==> src/rtl/swallow_pkg.sv <==
`timescale 1ns/1ps
package swallow_pkg;
  localparam int RATIO_W_DEF = 17;
  localparam int PL2_HIGH_BAND = 5;
  localparam int PL2_LOW_BAND = 4;
endpackage

==> src/rtl/ratio_split.sv <==
`timescale 1ns/1ps
module ratio_split #(
  parameter int NW  = swallow_pkg::RATIO_W_DEF,
  parameter int PL2 = swallow_pkg::PL2_HIGH_BAND
) (
  input  logic [NW-1:0]     ratio_in,
  output logic [PL2-1:0]    a_val,
  output logic [NW-PL2-1:0] b_val,
  output logic              too_low
);
  localparam int P = 1 << PL2;
  localparam logic [NW-1:0] NMIN = NW'(P * P);

  logic [NW-1:0] n_eff;

  always_comb begin
    too_low = (ratio_in < NMIN);
    n_eff   = too_low ? NMIN : ratio_in;
    a_val   = n_eff[PL2-1:0];
    b_val   = n_eff[NW-1:PL2];
  end
endmodule

==> src/rtl/swallow_seq.sv <==
`timescale 1ns/1ps
module swallow_seq #(
  parameter int NW  = swallow_pkg::RATIO_W_DEF,
  parameter int PL2 = swallow_pkg::PL2_HIGH_BAND
) (
  input  logic              clk,
  input  logic              rst_n,
  input  logic              awake,
  input  logic [PL2-1:0]    a_new,
  input  logic [NW-PL2-1:0] b_new,
  output logic              run,
  output logic              last,
  output logic              swallow,
  output logic [PL2-1:0]    a_cur,
  output logic [NW-PL2-1:0] b_cur
);
  localparam int BW = NW - PL2;
  localparam int P  = 1 << PL2;

  logic          primed;
  logic [BW-1:0] cnt;

  assign run     = awake & primed;
  assign last    = (cnt == b_cur - BW'(1));
  assign swallow = (cnt < BW'(a_cur));

  always_ff @(posedge clk or negedge rst_n) begin
    if (!rst_n) begin
      primed <= 1'b0;
      cnt    <= '0;
      a_cur  <= '0;
      b_cur  <= BW'(P);
    end else begin
      primed <= 1'b1;
      if (!run || last) begin
        cnt   <= '0;
        a_cur <= a_new;
        b_cur <= b_new;
      end else begin
        cnt <= cnt + BW'(1);
      end
    end
  end
endmodule

==> src/rtl/swallow_div.sv <==
`timescale 1ns/1ps
module swallow_div #(
  parameter int NW  = swallow_pkg::RATIO_W_DEF,
  parameter int PL2 = swallow_pkg::PL2_HIGH_BAND
) (
  input  logic          clk,
  input  logic          rst_n,
  input  logic          awake,
  input  logic [NW-1:0] ratio_in,
  output logic          mod_hi,
  output logic          div_pulse,
  output logic          ratio_err
);
  localparam int BW = NW - PL2;

  logic [PL2-1:0] a_new, a_cur;
  logic [BW-1:0]  b_new, b_cur;
  logic           run, last, swallow;

  ratio_split #(.NW(NW), .PL2(PL2)) u_split (
    .ratio_in (ratio_in),
    .a_val    (a_new),
    .b_val    (b_new),
    .too_low  (ratio_err)
  );

  swallow_seq #(.NW(NW), .PL2(PL2)) u_seq (
    .clk     (clk),
    .rst_n   (rst_n),
    .awake   (awake),
    .a_new   (a_new),
    .b_new   (b_new),
    .run     (run),
    .last    (last),
    .swallow (swallow),
    .a_cur   (a_cur),
    .b_cur   (b_cur)
  );

  assign mod_hi    = run & swallow;
  assign div_pulse = run & last;
endmodule

==> config.mk <==
export PLATFORM = sky130hd
export DESIGN_NAME = swallow_div
export DESIGN_NICKNAME = d
export VERILOG_FILES = /design/src/rtl/swallow_pkg.sv /design/src/rtl/ratio_split.sv /design/src/rtl/swallow_seq.sv /design/src/rtl/swallow_div.sv
export SDC_FILE = /design/constraint.sdc
export NUM_CORES = 1
export LEC_CHECK = 0
export BUFFER_PORTS_ARGS = -buffer_cell sky130_fd_sc_hd__buf_2
export CAP_MARGIN = 15
export CORE_UTILIZATION = 63
export CTS_CLUSTER_SIZE = 40
export DETAILED_ROUTE_END_ITERATION = 12
export PLACE_DENSITY = 0.85
export SYNTH_ARGS = -nofsm -noshare
export SYNTH_HDL_FRONTEND = slang
export SYNTH_HIERARCHICAL = 1
export SYNTH_SLANG_ARGS = --single-unit
==> constraint.sdc <==
create_clock -name clk -period 5.9 [get_ports clk]
set_clock_uncertainty 0.05 [all_clocks]
set_input_delay 0.885 -clock clk [delete_from_list [all_inputs] [get_ports clk]]
set_output_delay 0.885 -clock clk [all_outputs]
set_load 0.02 [all_outputs]
==> metrics.txt <==
average routed wire per standard cell 15.89 µm; Gate Count Post-Synth 239; largest net degree at the start of global routing 31; RSZ-0062 raised after global routing false; PortBufs 22; VDD IR max 0.1590 mV; Critical Path RT 4970 ps; type of origin of the critical path register; area occupied by multi-input gates 1186 µm²; Buf/Inv on CP 3; worst r2r path cells 8; CP arrival 3100 ps; final core utilization 72.68%; clock-pin slew on the worst setup and hold paths 90 ps; Hold Vio Cnt, Final 0; starting density of the core 67.40%; Worst-Margin Slew 1152 ps; DRC 0; setup slack at placement 2301 ps; met2 Use GR 48.80%; vias per cell 6.027; initial drt markers 136; design area 2237 µm²; Setup Buffers After CTS 0; ANT nets after route 0; layout cells sized above 1 17.13%; syn avg cell area 8.680 µm²; Non-Filler Instances 295; setup TNS 0 ps; worst-path fanout max 18; Post-CTS Resized 0; pwr dens 228.7 nW/µm²; Slew Limit Fails 0; mapped cell area 2074 µm²; Static Leak 0.9612 nW; # hold bufs at CTS 0; vias in the first global route 1,648; #FFs+latches synth 30; GRT Residual Overflow 0; met1 usage 39.97%; H-tree levels 2; clock tree root driver cell clkbuf_4; Synthesized Nets 265; sequential cell area fraction in the yosys report 36.25%; clock tree buffer depth 2; Syn-to-layout area delta 7.841%; Worst path slowest cell or4_1; setup ws final 1865 ps; first-pass GRT wire length 7748 µm; Die W 59.39 µm; placed inst area 2156 µm²; Final Power 0.5116 mW; Hold Path Stages 1; DIE HEIGHT 59.39 µm; status complete, no violations; I/O Pins 23; Fillers 257; antenna violations before repair 0; diodes inserted 0; met3 usage 6.332%; Critical Path, Cell by Cell inv_1 > ha_1 > nor2b_1 > nand4_1 > xnor2_1 > or4_1 > a2111oi_4 > buf_4 > and2_1 > buf_2; total CTS buffers 5; crit path time final 4035 ps; FF+latch area 752.0 µm²; CTS Sinks 30; placed cell count 288; logic depth of the worst path, buffers included 10; asr flop ratio synth 100.0%; kind of end point of the critical path output pin; Finish-stage setup viols 0; Core Footprint 3078 µm²; Fin Hold WS 477.3 ps; routability cong. 0.8617; critical path class reg2out; Tot GR Track Use 30.22%; Final period util 68.38%; relative slew slack 22.63%; Max Freq 0.2479 GHz; layer with the highest usage met2; max-cap violation count 0; CTS tree yes; synth warn 6; via total after detailed routing 1,778; Main synth FF type dfrtp_1; Distinct cells, synth 50; DIE AREA 3527 µm²; CP top delay family simple AND/OR/NAND/NOR gates; worst hold path class reg2reg; DPL Wire Length 3377 µm; Post-synth EDFFs 0; Pre-antenna DRT Iters 4; final wirelength 4687 µm; Core Rows 20; Critical Path Max Stage Delay 630 ps; later-pin clock latency in the skew report 350 ps; fin nets 277
[logic make-up (layout without fill, tap and decap cells)]
kind of cell               count (synthesis)  in the layout  share of synthesized area, %
xor gates and xnor gates                  20             20                         8.444
muxes                                      2              2                         1.025
AOI/OAI and AO/OA                         79             79                         24.49
DFF                                       30             30                         36.25
buffers and inverters                     29             41                         6.574
and+or+nand+nor                           72             72                         19.42
other                                      1              1                        0.1808
adders and majority gates                  6              6                         3.619
[flip-flops by register name (all words and copies together), names as in the netlist]
register      flops
u_seq/cnt        12
u_seq/a_cur       5
u_seq/b_cur      12
u_seq/primed      1
[layout make-up]
type                            instances  area share [%]
Sequential cell                        30           33.61
Clock buffer                            6           2.293
Inverter                               10           1.678
Multi-Input combinational cell        180           53.02
Tap cell                               44           2.461
Timing Repair Buffer                   24           5.593
Clock inverter                          1           1.342
[worst reg2reg max path: cells and delay by family, from the launching register on]
kind	cells	cell delay [ps]
fa+ha+maj	1	280
compound gates	2	750
simple gates	3	980
xor+xnor	1	160
buf+inv	1	80
flops	1	440
[Yosys cell counts, types with 2 or more instances]
master | count | share of area, %
and3_1 | 7 | 2.1
nor3_1 | 2 | 0.48
xnor2_1 | 12 | 5.1
nand4b_1 | 2 | 0.84
a31oi_1 | 2 | 0.60
a21oi_1 | 14 | 3.4
o31ai_1 | 2 | 0.72
buf_2 | 4 | 0.97
nand2b_1 | 4 | 1.2
nand3_1 | 5 | 1.2
buf_6 | 3 | 1.6
nor4_1 | 3 | 0.90
a21boi_1 | 9 | 3.3
nand2_1 | 25 | 4.5
o21ai_0 | 22 | 5.3
clkbuf_1 | 12 | 2.2
nor2b_1 | 4 | 1.2
o22ai_1 | 18 | 5.4
and2_1 | 4 | 1.2
inv_1 | 10 | 1.8
ha_1 | 6 | 3.6
dfrtp_1 | 29 | 35
xor2_1 | 8 | 3.4
nor2_1 | 6 | 1.1
[cells in the final DEF (no fill, tap or decap), drive strengths merged, types with 5 or more instances in the layout]
cell,netlist,final
a21boi,11,11
a21oi,14,14
and2,5,5
and3,7,7
buf,7,24
clkbuf,12,6
dfrtp,29,29
ha,6,6
inv,10,10
nand2,25,25
nand3,5,5
nor2,6,6
nor4,5,5
o21ai,22,22
o22ai,18,18
xnor2,12,12
xor2,8,8
[path summary, 6_finish.rpt]
path	startpoint	endpoint	slack (ps)
max in group asynchronous	rst_n	u_seq/cnt[1]$_DFF_PN0_	4860
min	u_seq/cnt[0]$_DFF_PN0_	u_seq/cnt[0]$_DFF_PN0_	480
min in group asynchronous	rst_n	u_seq/cnt[11]$_DFF_PN0_	510
max reg2reg	u_seq/b_cur[0]$_DFFE_PN0P_	u_seq/a_cur[0]$_DFFE_PN0P_	3080
min reg2reg	u_seq/cnt[0]$_DFF_PN0_	u_seq/cnt[0]$_DFF_PN0_	480
max	u_seq/b_cur[0]$_DFFE_PN0P_	div_pulse	1870
[metal layers]
layer / share of wire (%) / vias up / routed length [µm]
li1: - / 873 / -
met3: 5.5 / 9 / 257
met2: 49 / 72 / 2294
met1: 44 / 824 / 2041
met5: 0 / - / 0
met4: 2.0 / 0 / 94
[report_power, final]
group | total (mW) | switching (mW) | leakage [nW] | internal, mW
Clock | 0.172 | 0.0736 | 0.0443 | 0.0986
Combinational | 0.101 | 0.0586 | 0.533 | 0.0428
Sequential | 0.238 | 0.0181 | 0.384 | 0.220
Total | 0.512 | 0.150 | 0.961 | 0.361
Note: power is estimated with default switching activity, not from simulation.
